--- src/rtl/branch_class_pkg.sv ---
package branch_class_pkg;
  localparam int BYTE_W = 8;
  localparam int CLS_W  = 18;

  localparam int P_USER     = 0;
  localparam int P_KERNEL   = 1;
  localparam int P_CALL     = 2;
  localparam int P_RET      = 3;
  localparam int P_SYSCALL  = 4;
  localparam int P_SYSRET   = 5;
  localparam int P_SWINT    = 6;
  localparam int P_IRET     = 7;
  localparam int P_COND     = 8;
  localparam int P_JUMP     = 9;
  localparam int P_IRQ      = 10;
  localparam int P_INDCALL  = 11;
  localparam int P_ABORT    = 12;
  localparam int P_INTX     = 13;
  localparam int P_NOTX     = 14;
  localparam int P_ZEROCALL = 15;
  localparam int P_CSTACK   = 16;
  localparam int P_INDJMP   = 17;

  typedef logic [CLS_W-1:0] cls_t;

  function automatic cls_t cls_bit(input int pos);
    return cls_t'(1) << pos;
  endfunction

  function automatic cls_t priv_of(input logic kernel);
    return kernel ? cls_bit(P_KERNEL) : cls_bit(P_USER);
  endfunction
endpackage

--- src/rtl/branch_opcode_decode.sv ---
module branch_opcode_decode
  import branch_class_pkg::*;
(
  input  logic [BYTE_W-1:0] opc_first,
  input  logic [BYTE_W-1:0] opc_second,
  input  logic [BYTE_W-1:0] modrm,
  input  logic              imm_is_zero,
  output cls_t              base_cls
);
  function automatic cls_t dec_escape(input logic [BYTE_W-1:0] b);
    cls_t r;
    r = '0;
    if (b == 8'h05 || b == 8'h34)      r = cls_bit(P_SYSCALL);
    else if (b == 8'h07 || b == 8'h35) r = cls_bit(P_SYSRET);
    else if (b[7:4] == 4'h8)           r = cls_bit(P_COND);
    return r;
  endfunction

  function automatic cls_t dec_group(input logic [2:0] ext);
    cls_t r;
    case (ext)
      3'd2, 3'd3: r = cls_bit(P_INDCALL);
      3'd4, 3'd5: r = cls_bit(P_INDJMP);
      default:    r = '0;
    endcase
    return r;
  endfunction

  function automatic cls_t dec_primary(input logic [BYTE_W-1:0] b0,
                                       input logic [BYTE_W-1:0] b1,
                                       input logic [BYTE_W-1:0] mr,
                                       input logic              iz);
    cls_t r;
    r = '0;
    case (b0)
      8'h0F:                      r = dec_escape(b1);
      8'hC2, 8'hC3, 8'hCA, 8'hCB: r = cls_bit(P_RET);
      8'hCF:                      r = cls_bit(P_IRET);
      8'hCC, 8'hCD, 8'hCE:        r = cls_bit(P_SWINT);
      8'hE8:                      r = iz ? cls_bit(P_ZEROCALL) : cls_bit(P_CALL);
      8'h9A:                      r = cls_bit(P_CALL);
      8'hE0, 8'hE1, 8'hE2, 8'hE3: r = cls_bit(P_COND);
      8'hE9, 8'hEA, 8'hEB:        r = cls_bit(P_JUMP);
      8'hFF:                      r = dec_group(mr[5:3]);
      default:                    r = (b0[7:4] == 4'h7) ? cls_bit(P_COND) : '0;
    endcase
    return r;
  endfunction

  assign base_cls = dec_primary(opc_first, opc_second, modrm, imm_is_zero);
endmodule

--- src/rtl/branch_priv_adjust.sv ---
module branch_priv_adjust
  import branch_class_pkg::*;
(
  input  cls_t base_cls,
  input  logic opc_fetched,
  input  logic abort_flag,
  input  logic src_addr_zero,
  input  logic dst_addr_zero,
  input  logic src_is_kernel,
  input  logic dst_is_kernel,
  output cls_t final_cls,
  output logic ring_cross,
  output logic irq_promote,
  output logic addr_void
);
  cls_t promoted;

  assign addr_void   = src_addr_zero | dst_addr_zero;
  assign ring_cross  = ~src_is_kernel & dst_is_kernel;
  assign irq_promote = ring_cross & ~base_cls[P_SYSCALL] & ~base_cls[P_SWINT];
  assign promoted    = irq_promote ? cls_bit(P_IRQ) : base_cls;

  always_comb begin
    if (addr_void)         final_cls = '0;
    else if (abort_flag)   final_cls = cls_bit(P_ABORT) | priv_of(dst_is_kernel);
    else if (!opc_fetched) final_cls = cls_bit(P_ABORT);
    else if (promoted == '0) final_cls = '0;
    else                   final_cls = promoted | priv_of(dst_is_kernel);
  end
endmodule

--- src/rtl/branch_class_unit.sv ---
module branch_class_unit
  import branch_class_pkg::*;
(
  input  logic              clk,
  input  logic              rst_n,
  input  logic              in_valid,
  input  logic [BYTE_W-1:0] opc_first,
  input  logic [BYTE_W-1:0] opc_second,
  input  logic [BYTE_W-1:0] modrm,
  input  logic              imm_is_zero,
  input  logic              opc_fetched,
  input  logic              abort_flag,
  input  logic              src_addr_zero,
  input  logic              dst_addr_zero,
  input  logic              src_is_kernel,
  input  logic              dst_is_kernel,
  output logic              out_valid,
  output logic [CLS_W-1:0]  class_mask
);
  cls_t base_cls;
  cls_t final_cls;
  logic ring_cross;
  logic irq_promote;
  logic addr_void;

  branch_opcode_decode u_dec (
    .opc_first  (opc_first),
    .opc_second (opc_second),
    .modrm      (modrm),
    .imm_is_zero(imm_is_zero),
    .base_cls   (base_cls)
  );

  branch_priv_adjust u_adj (
    .base_cls     (base_cls),
    .opc_fetched  (opc_fetched),
    .abort_flag   (abort_flag),
    .src_addr_zero(src_addr_zero),
    .dst_addr_zero(dst_addr_zero),
    .src_is_kernel(src_is_kernel),
    .dst_is_kernel(dst_is_kernel),
    .final_cls    (final_cls),
    .ring_cross   (ring_cross),
    .irq_promote  (irq_promote),
    .addr_void    (addr_void)
  );

  always_ff @(posedge clk) begin
    if (!rst_n) begin
      out_valid  <= 1'b0;
      class_mask <= '0;
    end else begin
      out_valid <= in_valid;
      if (in_valid) class_mask <= final_cls;
    end
  end

  // R12 valid flag follows input by one cycle
  assert_valid_follow_R12: assert property (@(posedge clk) disable iff (!rst_n)
    in_valid |=> out_valid);
  assert_valid_drop_R12: assert property (@(posedge clk) disable iff (!rst_n)
    !in_valid |=> !out_valid);
  assert_hold_R12: assert property (@(posedge clk) disable iff (!rst_n)
    !in_valid |=> $stable(class_mask));
  // R7 zero address clears the mask
  assert_zero_addr_R7: assert property (@(posedge clk) disable iff (!rst_n)
    (in_valid && addr_void) |=> class_mask == '0);
  // R8 abort carries the target privilege
  assert_abort_R8: assert property (@(posedge clk) disable iff (!rst_n)
    (in_valid && !addr_void && abort_flag) |=>
      class_mask == (cls_bit(P_ABORT) | priv_of($past(dst_is_kernel))));
  // R10 user-to-kernel promotion to irq
  assert_irq_R10: assert property (@(posedge clk) disable iff (!rst_n)
    (in_valid && !addr_void && !abort_flag && opc_fetched && irq_promote) |=>
      class_mask == (cls_bit(P_IRQ) | cls_bit(P_KERNEL)));
  // R11 at most one class bit, one privilege bit when classed
  assert_onehot_R11: assert property (@(posedge clk) disable iff (!rst_n)
    out_valid |-> $onehot0(class_mask[CLS_W-1:2]));
  assert_priv_R11: assert property (@(posedge clk) disable iff (!rst_n)
    (out_valid && class_mask[CLS_W-1:2] != '0 && class_mask != cls_bit(P_ABORT))
      |-> $countones(class_mask[1:0]) == 1);
  // R2 unused class bits stay clear
  assert_unused_R2: assert property (@(posedge clk) disable iff (!rst_n)
    out_valid |-> (!class_mask[P_INTX] && !class_mask[P_NOTX] && !class_mask[P_CSTACK]));
endmodule

--- config.mk ---
export PLATFORM = sky130hd
export DESIGN_NAME = branch_class_unit
export DESIGN_NICKNAME = d
export VERILOG_FILES = /design/src/rtl/branch_class_pkg.sv /design/src/rtl/branch_opcode_decode.sv /design/src/rtl/branch_priv_adjust.sv /design/src/rtl/branch_class_unit.sv
export SDC_FILE = /design/constraint.sdc
export NUM_CORES = 1
export LEC_CHECK = 0
export ABC_AREA = 1
export BUFFER_PORTS_ARGS = -buffer_cell sky130_fd_sc_hd__buf_2
export CAP_MARGIN = 20
export CORE_MARGIN = 4
export CORE_UTILIZATION = 43
export CTS_CLUSTER_SIZE = 20
export DETAILED_ROUTE_END_ITERATION = 12
export GPL_ROUTABILITY_DRIVEN = 0
export GPL_TIMING_DRIVEN = 0
export HOLD_SLACK_MARGIN = 0.05
export PLACE_DENSITY = 0.8
export SLEW_MARGIN = 0
export SYNTH_ARGS = -nofsm -noshare
export SYNTH_HDL_FRONTEND = slang
export SYNTH_HIERARCHICAL = 1
export SYNTH_SLANG_ARGS = --single-unit
--- constraint.sdc ---
create_clock -name clk -period 1.6 [get_ports clk]
set_input_delay 0.08 -clock clk [delete_from_list [all_inputs] [get_ports clk]]
set_output_delay 0.08 -clock clk [all_outputs]
set_load 0.05 [all_outputs]
-- After elaboration in Yosys (flattened, before gate mapping)
Index checks and enable logic that the tools add are counted.
- bits in registers: 19
- input bits: 34
- output and inout port bits: 19
- logic and storage cells: 61
- eq/ne operators: 29
- muxes and demuxes: 13
- bitwise logic cells: 8
- reductions and logical operators: 9
- operators by type and width (kind ; number):
    $pmux 18 s9 ; 1
    $eq 8x8->1 const B ; 18
    $mux 18 ; 7
    $pmux 18 s2 ; 1
    $logic_not 18->1 ; 1
    $mux 9 ; 2
    $or 18x18->18 ; 1
    $eq 8x3->1 const B ; 2
    $eq 8x6->1 const B ; 2
    $mux 16 ; 1
    $eq 8x4->1 const B ; 1
    $reduce_or 4->1 ; 2
    $eq 3x2->1 const B ; 2
    $eq 3x3->1 const B ; 2
    $reduce_or 3->1 ; 2
    $eq 4x3->1 const B ; 1
    $eq 4x4->1 const B ; 1
    $reduce_or 2->1 ; 2
    $and 1x1->1 ; 3
    $not 1->1 ; 3
    $logic_or 1x1->1 ; 2
    $mux 2 ; 1
    $or 1x1->1 ; 1

-- Longest topological paths before layout
Gate-level depths: netlist (run 1).
- depth in word-level cells: 14
- depth in mapped cells: 18
- gate-level depth less buffers: 17

-- Hierarchy
The synthesis (run 1) kept the hierarchy.
- by module, submodules not included (module ; instances ; cells an instance ; area an instance (µm²) ; seq. area each (µm²)):
    branch_class_unit ; 1 ; 117 ; 799.5 ; 380.4
    branch_opcode_decode ; 1 ; 81 ; 422.9 ; 0.0
    branch_priv_adjust ; 1 ; 76 ; 366.6 ; 0.0

-- Least setup slack after synthesis (run 1)
No wires, ideal clock.
- path type: in2reg
- from: input port opc_first[4]
- to: register class_mask[8]
- library setup time: 0.115 ns
- data arrival time: 1.438 ns
- required time: 1.485 ns
- slack: 0.047 ns
- stages: 17
- buffers on the path: 1
- path through: inv_2 > nand2_1 > nor2_2 > nand2_2 > a21oi_2 > nor2_2 > nand2_4 > nand3_1 > nor2_1 > nand3_2 > nand2_4 > buf_12 > nor2_1 > inv_1 > nand2_1 > nand2_1 > nor2_2
- cells in the longest elaborated chain, start to end: 12
- elaborated cells on any way between the ends: 37
- those cells by class: 20 x eq/ne; 7 x mux; 5 x bitwise; 5 x reduce/logical
- RTL lines (element ; RTL line ; source):
    from (decl) ; branch_class_unit.sv:7 ; input logic [BYTE_W-1:0] opc_first,
    $eq 8x8->1 ; branch_opcode_decode.sv:35 ; case (b0)
    $reduce_or 4->1 or $reduce_or 3->1 (tied branches) ; branch_opcode_decode.sv:35 ;
    $pmux 18 s9 (*) ; branch_opcode_decode.sv:35 ;
    named net base_cls[4] ; branch_class_unit.sv:20 ; cls_t base_cls;
    $not 1->1 ; branch_priv_adjust.sv:20 ; assign irq_promote = ring_cross & ~base_cls[P_SYSCALL] & ~base_cls[P_SWINT];
    $and 1x1->1 (2 in a row) ; branch_priv_adjust.sv:20 ;
    $mux 18 (*) ; branch_priv_adjust.sv:21 ; assign promoted = irq_promote ? cls_bit(P_IRQ) : base_cls;
    $logic_not 18->1 or $or 18x18->18 (tied branches) ; branch_priv_adjust.sv:27, branch_priv_adjust.sv:28 ;
    $mux 18 (*) ; branch_priv_adjust.sv:27 ; else if (promoted == '0) final_cls = '0;
    $mux 18 (*) ; branch_priv_adjust.sv:26 ; else if (!opc_fetched) final_cls = cls_bit(P_ABORT);
    $mux 18 (*) ; branch_priv_adjust.sv:25 ; else if (abort_flag) final_cls = cls_bit(P_ABORT) | priv_of(dst_is_kernel);
    $mux 18 (*) ; branch_priv_adjust.sv:24 ; if (addr_void) final_cls = '0;
    named net final_cls[8] ; branch_class_unit.sv:21 ; cls_t final_cls;
    to (signal assigned) ; branch_class_unit.sv:54 ; if (in_valid) class_mask <= final_cls;
    to (decl) ; branch_class_unit.sv:18 ; output logic [CLS_W-1:0] class_mask
Mark *: on every way through the listed nets, which the timed path passes. The rest lies on a longest branch.
A chain may end at the register's enable or synchronous reset.

-- Final worst setup path (run 1)
- from: input port opc_first[7]
- to: register class_mask[15]
The elaborated chain is that of the path after synthesis.

==> results of run 1 <==
-- flip-flops by register name, summed over array words and instances, names as in the netlist --
name	count
out_valid	1
class_mask	18
-- critical path, cell delays in order --
cell	delay, ps
buf_6	100
inv_2	60
nand2_2	70
nor2_4	130
nand2_2	90
a21oi_4	170
nor2_4	80
nand2_2	130
nand2_2	80
nand2_2	90
nor2_4	50
nand3_4	90
nand2_4	90
clkbuf_16	170
nor2_2	70
inv_1	50
nand2_1	50
nand2_1	40
nor2_1	70
-- metal layers --
metal,GRT usage [%],vias up,part of all wire (%)
met5,0,-,0
met4,2.19,0,1.4
met3,3.57,6,6.0
met2,26.9,47,53
met1,16.0,813,40
li1,-,911,-
-- cell usage in the layout, fill, tap and decap left out, drive strengths merged, types with 3 or more instances in the layout --
cell	synthesis	final
nand2	88	89
nand3	9	9
buf	15	67
o21ai	3	3
nor3	3	3
inv	49	49
nor2	78	78
clkbuf	0	5
a21oi	6	6
conb	1	7
dfxtp	19	19
-- final cells by class --
class,count,share of cell area [%]
Multi-Input combinational cell,198,46.8
Sequential cell,19,16.8
Timing Repair Buffer,53,16.6
Inverter,49,8.91
Buffer,15,6.37
Tap cell,46,2.55
Clock buffer,4,1.99
-- where the power goes --
| group | total [W] | internal [W] | switching (W) |
|---|---|---|---|
| Clock | 0.000325 | 0.000177 | 0.000148 |
| Sequential | 0.000508 | 0.000497 | 0.0000109 |
| Combinational | 0.000433 | 0.000164 | 0.000269 |
-- logic make-up (layout without fill, tap and decap cells) --
family / after synthesis / count (layout) / share of synthesized area, %
AO/OA/AOI/OAI: 9 / 9 / 3.31
buffers and inverters: 64 / 121 / 20.5
flip-flops: 19 / 19 / 23.9
other: 1 / 7 / 0.236
AND/OR/NAND/NOR: 181 / 182 / 52.0
-- worst max path at each step --
stage,slack (ps),cells after the start,end,start
after floorplan,50,17,class_mask[8],opc_first[4]
after global placement,-230,18,class_mask[8],opc_first[4]
after detailed placement,-260,18,class_mask[8],opc_first[4]
after CTS,3,18,class_mask[8],opc_first[4]
after global routing,-140,19,class_mask[7],opc_first[6]
final,20,19,class_mask[15],opc_first[7]
-- what timing repair did --
item / in CTS / in global routing
gates resized for setup: 0 / 71
buffers inserted: 0 / 8
endpoints found under the setup margin: 0 / 13
-- synth_stat cells --
library cell and n:
a21oi_1 4, a21oi_2 2, buf_12 1, buf_2 1, buf_4 9, buf_6 3
buf_8 1, conb_1 1, dfxtp_1 19, inv_1 45, inv_2 4, nand2_1 81
nand2_2 5, nand2_4 2, nand3_1 5, nand3_2 4, nand4_1 1, nor2_1 60
nor2_2 15, nor2_4 3, nor3_1 2, nor3_2 1, nor3b_2 1, nor4_2 1
o21ai_0 3
-- metrics by stage --
step	std cells	setup WS (ps)	TNS, ps	utilization, %	area, um^2
after CTS	374	2.54	0	56.2	1930
after floorplan	280	46.7	0	-	1610
after global placement	370	-231	-2370	54.9	1890
after detailed placement	370	-259	-2720	54.9	1890
after global routing	384	-140	-983	65.6	2260
final	384	20.5	0	65.6	2260
==> flow_metrics.env, run 1 <==
export IMPL_drt_iter0_markers=49
export IMPL_synth_cell_types=25
export IMPL_worst_r2r_setup_slack_ps=1020
export IMPL_endpoint_kind="flip-flop"
export IMPL_required_ps=1800
export IMPL_cellLeakagePower_nw=1.12
export IMPL_cts_root_buffer="clkbuf_8"
export IMPL_ff2ff_path_depth=2
export IMPL_maxCapViolations=0
export IMPL_min_to="class_mask[4]"
export IMPL_hold_start="rst_n"
export IMPL_grt_usage_pct=14.2
export IMPL_wire_per_inst_um=10.4
export IMPL_period_minus_slack_ps=1580
export IMPL_num_antenna_cells=0
export IMPL_cts_buffers_inserted=3
export IMPL_htreeDepth=1
export IMPL_clkTransAtPathRegs_ps=70
export IMPL_vias=1777
export IMPL_ant_nets=0
export IMPL_syn_area_per_cell_um2=5.80
export IMPL_regToRegStartpoint="class_mask[9]"
export IMPL_initial_utilization_pct=46.2
export IMPL_slew_violations=0
export IMPL_grt_pass1_vias=1445
export IMPL_multi_input_area_um2=1060
export IMPL_grt_ovfl_total=0
export IMPL_ys_top_cells_by_area="dfxtp_1 (24%), nand2_1 (19%), nor2_1 (14%)"
export IMPL_numPortBuffers=44
export IMPL_seq_area_frac_synth_pct=23.9
export IMPL_finClkSkew_ps=0
export IMPL_drtPass1Iterations=4
export IMPL_worst_r2r_endpoint="class_mask[9]"
export IMPL_hold_class="primary input to flip-flop"
export IMPL_critPathMaxFanout=5
export IMPL_fin_nets=373
export IMPL_synth_top_area_cell="dfxtp_1"
export IMPL_status="finished clean"
export IMPL_clock_sinks=19
export IMPL_route_detailed_drc=0
export IMPL_setup_violations_final=0
export IMPL_synth_area_um2=1590
export IMPL_hold_viol_final=0
export IMPL_grt_pass1_wl_um=5240
export IMPL_power_w=0.00127
export IMPL_die_area_um2=4730
export IMPL_post_route_period_util_pct=98.7
export IMPL_yosysTopAreaCellShare_pct=23.9
export IMPL_nFillCells=321
export IMPL_hpwl_um=2760
export IMPL_hold_slack_ps=116
export IMPL_clock_latency_ps=250
export IMPL_area_growth_syn_to_layout_pct=42.2
export IMPL_rows=21
export IMPL_ys_ff_latch=19
export IMPL_wl_um=3980
export IMPL_hold_path_depth=3
export IMPL_regArea_um2=380
export IMPL_hold_buffers=0
export IMPL_cts_tree="built"
export IMPL_dieHeight_um=68.8
export IMPL_ys_warn_count=6
export IMPL_ioPinCount=53
export IMPL_path_class="primary input to flip-flop"
export IMPL_drive_gt1_share_pct=40.2
export IMPL_synthCells=274
export IMPL_core_region_area_um2=3440
export IMPL_p_per_area_nw_per_um2=560
export IMPL_max_freq_mhz=633
export IMPL_die_x_um=68.8
export IMPL_arrival_ps=1780
export IMPL_clockBufferDepth=2
export IMPL_crit_path_start_kind="primary input"
export IMPL_rsz0062_at_grt="true"
export IMPL_grt_max_degree=11
export IMPL_ir_drop_uv=538
export IMPL_antenna_found_initial=0
export IMPL_viasPerCell=4.63
Power figures use the tool's default switching activity.
==> run 2, diff against run 1 <==
- HOLD_SLACK_MARGIN: 0.05 -> 0.12
==> run 2 against run 1 <==
First-iteration DRC count grew 37%. Largest power group unchanged. Critical path type unchanged. Sequential power is essentially flat. Fmax is essentially flat. Core utilization grew 0.29 points.
==> flow_metrics.env, run 2 (synthesis gave the netlist of run 1 again) <==
export IMPL_wl_um=3980
export IMPL_cts_root_buffer="clkbuf_8"
export IMPL_power_w=0.00127
export IMPL_cts_tree="built"
export IMPL_path_class="primary input to flip-flop"
export IMPL_grt_max_degree=11
export IMPL_layout_commonest_cell="nand2_1"
export IMPL_reg_top3="class_mask x18, out_valid x1"
export IMPL_rows=21
export IMPL_grt_pass1_wl_um=5290
export IMPL_p_int_w=0.000839
export IMPL_wl_met1_um=1590
export IMPL_hold_viol_final=0
export IMPL_hold_path_depth=4
export IMPL_maxCapViolations=0
export IMPL_p_seq_share_pct=40.1
export IMPL_clockBufferDepth=2
export IMPL_status="finished clean"
export IMPL_antenna_found_initial=0
export IMPL_fin_ws_ps=19.2
export IMPL_cellLeakagePower_nw=1.12
export IMPL_htreeDepth=1
export IMPL_die_x_um=68.8
export IMPL_hold_class="primary input to flip-flop"
export IMPL_required_ps=1800
export IMPL_num_antenna_cells=0
export IMPL_hpwl_um=2760
export IMPL_ff2ff_path_depth=2
export IMPL_met2_length_um=2120
export IMPL_pre_cts_slack_ps=-259
export IMPL_clkTransAtPathRegs_ps=70
export IMPL_initial_utilization_pct=46.2
export IMPL_switching_power_w=0.000427
export IMPL_dieHeight_um=68.8
export IMPL_period_minus_slack_ps=1580
export IMPL_p_per_area_nw_per_um2=558
export IMPL_die_area_um2=4730
export IMPL_area_growth_syn_to_layout_pct=42.8
export IMPL_final_cell_mix="nand2_1 (70), nor2_1 (54), inv_1 (38)"
export IMPL_wire_per_inst_um=10.3
export IMPL_grt_usage_pct=14.3
export IMPL_grt_ovfl_total=0
export IMPL_max_freq_mhz=633
export IMPL_ir_drop_uv=517
export IMPL_finClkSkew_ps=0
export IMPL_swShare_pct=33.7
export IMPL_setup_violations_final=0
export IMPL_ant_nets=0
export IMPL_cts_buffers_inserted=3
export IMPL_post_route_period_util_pct=98.8
export IMPL_core_region_area_um2=3440
export IMPL_arrival_ps=1780
export IMPL_largest_register="class_mask"
export IMPL_crit_path_start_kind="primary input"
export IMPL_viasPerCell=4.61
export IMPL_numPortBuffers=44
export IMPL_drtPass1Iterations=4
export IMPL_drt_iter0_markers=67
export IMPL_dr_max_layer_used="met4"
export IMPL_ioPinCount=53
export IMPL_clock_latency_ps=250
export IMPL_route_detailed_drc=0
export IMPL_fin_nets=374
export IMPL_p_clk_share_pct=25.5
export IMPL_drive_gt1_share_pct=40.1
export IMPL_clock_sinks=19
export IMPL_largest_reg_flops=18
export IMPL_rsz0062_at_grt="true"
export IMPL_p_comb_share_pct=34.3
export IMPL_hold_slack_ps=127
export IMPL_endpoint_kind="flip-flop"
export IMPL_grt_pass1_vias=1451
export IMPL_slew_violations=0
export IMPL_vias=1773
export IMPL_critPathMaxFanout=5
export IMPL_postLayoutCoreUtil_pct=65.9
export IMPL_wl_met3_um=223
-- run 2: changes by cell type in the layout (fill, tap and decap cells not counted) --
| cell | change |
|---|---|
| dlygate4sd3_1 | +1 |
-- run 2: power groups by stage --
| stage | Clock, W | Sequential [W] | Combinational [W] |
|---|---|---|---|
| floorplan | 0 | 0.000604 | 0.000176 |
| global placement | 0 | 0.000518 | 0.000346 |
| detailed placement | 0 | 0.000519 | 0.000351 |
| CTS | 0.000325 | 0.000509 | 0.000354 |
| global route | 0.000339 | 0.000511 | 0.000474 |
| finish | 0.000324 | 0.000508 | 0.000435 |
-- run 2: metrics by stage --
| stage | std cells | instance area, um^2 | TNS, ps |
|---|---|---|---|
| 2_1_floorplan | 280 | 1610 | 0 |
| 3_3_place_gp | 370 | 1890 | -2370 |
| 3_5_place_dp | 370 | 1890 | -2720 |
| 4_1_cts | 375 | 1940 | 0 |
| 5_1_grt | 385 | 2270 | -984 |
| 6_report | 385 | 2270 | 0 |
-- run 2: timing repair --
| action | in CTS | in global routing |
|---|---|---|
| resized for setup | 0 | 71 |
| endpoints found under the setup margin | 0 | 13 |
| hold endpoints to repair | 2 | 0 |
| hold buffers | 1 | 0 |
| setup buffers | 0 | 8 |
-- run 2: metal layers --
layer	GRT usage (%)	vias to the layer above
li1	-	913
met1	16.1	809
met2	27.2	45
met3	3.57	6
met4	2.19	0
met5	0	-
-- run 2: path summary, 6_finish.rpt --
| path | slack (ps) | end | from |
|---|---|---|---|
| min | 130 | class_mask[2] | in_valid |
| min reg2reg | 470 | class_mask[12] | class_mask[12] |
| max reg2reg | 1020 | class_mask[10] | class_mask[10] |
| max | 20 | class_mask[15] | opc_first[7] |
-- run 2: cell type report --
type	instances	area (um^2)
flip-flops and latches	19	380
plain buffers	15	144
multi-input cells	198	1060
fillers	320	1170
clock buffers	4	45.0
inverters	49	201
repair buffers	54	384
well taps	46	57.6
-- run 2: critical path, stage by stage --
cell	delay, ps
buf_6	100
inv_2	60
nand2_2	70
nor2_4	130
nand2_2	90
a21oi_4	170
nor2_4	80
nand2_2	130
nand2_2	80
nand2_2	90
nor2_4	50
nand3_4	100
nand2_4	90
clkbuf_16	170
nor2_2	70
inv_1	50
nand2_1	50
nand2_1	40
nor2_1	70
==> run 3, diff against run 2 <==
- CORE_MARGIN: 4 -> default
- CORE_UTILIZATION: 43 -> 30
- PLACE_DENSITY: 0.8 -> 0.53
==> run 3 against run 2 <==
Clock power up 2%. Worst setup slack better by 72 ps. Worst hold slack better by 0.75 ps. Highest routed layer unchanged.
==> flow_metrics.env, run 3 (synthesis gave the netlist of run 1 again) <==
export IMPL_post_place_cells=394
export IMPL_placed_area_um2=1920
export IMPL_post_route_period_util_pct=94.3
export IMPL_route_detailed_drc=0
export IMPL_clockBufferDepth=2
export IMPL_vias=1704
export IMPL_use_met2_pct=24.7
export IMPL_core_region_area_um2=5110
export IMPL_cp_top_family="simple AND/OR/NAND/NOR gates"
export IMPL_crit_path_start_kind="primary input"
export IMPL_hold_viol_final=0
export IMPL_endpoint_kind="flip-flop"
export IMPL_ant_nets=0
export IMPL_crit_slowest_cell="buf_12"
export IMPL_numPortBuffers=44
export IMPL_cts_buffers_inserted=3
export IMPL_largest_reg_flops=18
export IMPL_fin_nets=374
export IMPL_critical_path_max_stage_delay_ps=160
export IMPL_wire_per_inst_um=9.07
export IMPL_maxCapViolations=0
export IMPL_initial_utilization_pct=31.1
export IMPL_stdcell_count=409
export IMPL_grt_pass1_wl_um=5870
export IMPL_grt_ovfl_total=0
export IMPL_hpwl_um=2790
export IMPL_nFillCells=559
export IMPL_die_x_um=74.8
export IMPL_power_w=0.00128
export IMPL_ioPinCount=53
export IMPL_wl_um=3710
export IMPL_cts_root_buffer="clkbuf_8"
export IMPL_area_growth_syn_to_layout_pct=46.9
export IMPL_path_class="primary input to flip-flop"
export IMPL_htreeDepth=1
export IMPL_antenna_found_initial=0
export IMPL_grtUsageMet3_pct=2.81
export IMPL_drtPass1Iterations=4
export IMPL_finClkSkew_ps=0
export IMPL_period_minus_slack_ps=1510
export IMPL_grt_max_degree=11
export IMPL_slew_violations=0
export IMPL_max_freq_mhz=663
export IMPL_grt_usage_pct=13.3
export IMPL_met1_usage_pct=15.9
export IMPL_rsz0062_at_grt="true"
export IMPL_grt_pass1_vias=1528
export IMPL_hold_slack_ps=127
export IMPL_arrival_ps=1700
export IMPL_rows=26
export IMPL_final_cell_mix="nand2_1 (67), nor2_1 (53), inv_1 (34)"
export IMPL_num_antenna_cells=0
export IMPL_largest_register="class_mask"
export IMPL_reg_top3="class_mask x18, out_valid x1"
export IMPL_drt_iter0_markers=76
export IMPL_drive_gt1_share_pct=43.1
export IMPL_clock_latency_ps=250
export IMPL_hold_class="primary input to flip-flop"
export IMPL_setup_violations_final=0
export IMPL_die_area_um2=5590
export IMPL_path_common_cell="nor2_4"
export IMPL_viasPerCell=4.17
export IMPL_dieHeight_um=74.8
export IMPL_ir_drop_uv=280
export IMPL_cts_tree="built"
export IMPL_cellLeakagePower_nw=1.13
export IMPL_p_per_area_nw_per_um2=546
export IMPL_cp_num_buf_inv=4
export IMPL_critPathMaxFanout=5
export IMPL_clkTransAtPathRegs_ps=70
export IMPL_layout_commonest_cell="nand2_1"
export IMPL_final_cell_area_um2=2330
export IMPL_required_ps=1800
export IMPL_path_cells="buf_6 -> inv_6 -> nand2_4 -> nor2_4 -> nand2_2 -> a21oi_4 -> nor2_4 -> nand2_2 -> nand2_2 -> nand2_4 -> nor2_4 -> nand3_4 -> nand2_4 -> buf_12 -> nor2_4 -> inv_2 -> nand2_1 -> nand2_1 -> nor2_1"
export IMPL_grt_busiest_layer="met2"
export IMPL_clock_sinks=19
export IMPL_status="finished clean"
[run 3: area by class of cell]
cell class                 count  area (um^2)  area share (%)
buffer                        15          144            6.16
clock buffer                   4         45.0            1.93
sequential                    19          380            16.3
timing repair buffer          54          394            16.9
inverter                      49          204            8.74
multi-input combinational    198         1080            46.2
tap                           70         87.6            3.75
[run 3: worst paths after layout]
path	start	end	slack, ps	cells after the start
worst min register to register	class_mask[12]	class_mask[12]	470	2
worst min-delay path	in_valid	class_mask[3]	130	4
worst max register to register	class_mask[8]	class_mask[8]	1020	2
worst max-delay path	opc_first[4]	class_mask[11]	90	19
[run 3: layer usage]
| layer | vias up | routed length [um] |
|---|---|---|
| met2 | 31 | 1820 |
| li1 | 918 | - |
| met3 | 4 | 128 |
| met5 | - | 0 |
| met1 | 751 | 1720 |
| met4 | 0 | 49 |
[run 3: worst min-delay path, cell delays in order]
cell	delay (ps)
buf_6	120
nand2_1	60
nand2_1	50
nor2_1	30
[run 3: power by group]
part / internal (W) / total [W] / leakage, nW / switching, W
sequential: 0.000497 / 0.000508 / 0.157 / 0.0000107
clock: 0.000177 / 0.000332 / 0.0228 / 0.000155
combinational: 0.000167 / 0.000435 / 0.949 / 0.000268
total: 0.000841 / 0.00128 / 1.13 / 0.000434
[run 3: repair_timing]
action,CTS,global route
endpoints found under the setup margin,1,13
gates cloned,0,2
gates resized for setup,0,85
buffers inserted,0,8
hold buffers,1,0
hold endpoints to repair,6,0
pin swaps,2,30
[run 3: per-stage QoR]
step | setup TNS [ps] | setup WS (ps) | utilization [%]
floorplan | 0 | 46.7 | -
global placement | -2970 | -279 | 37.6
detailed placement | -2960 | -284 | 37.6
CTS | 0 | 12.5 | 38.7
global route | -149 | -51.8 | 45.7
finish | 0 | 91.5 | 45.7
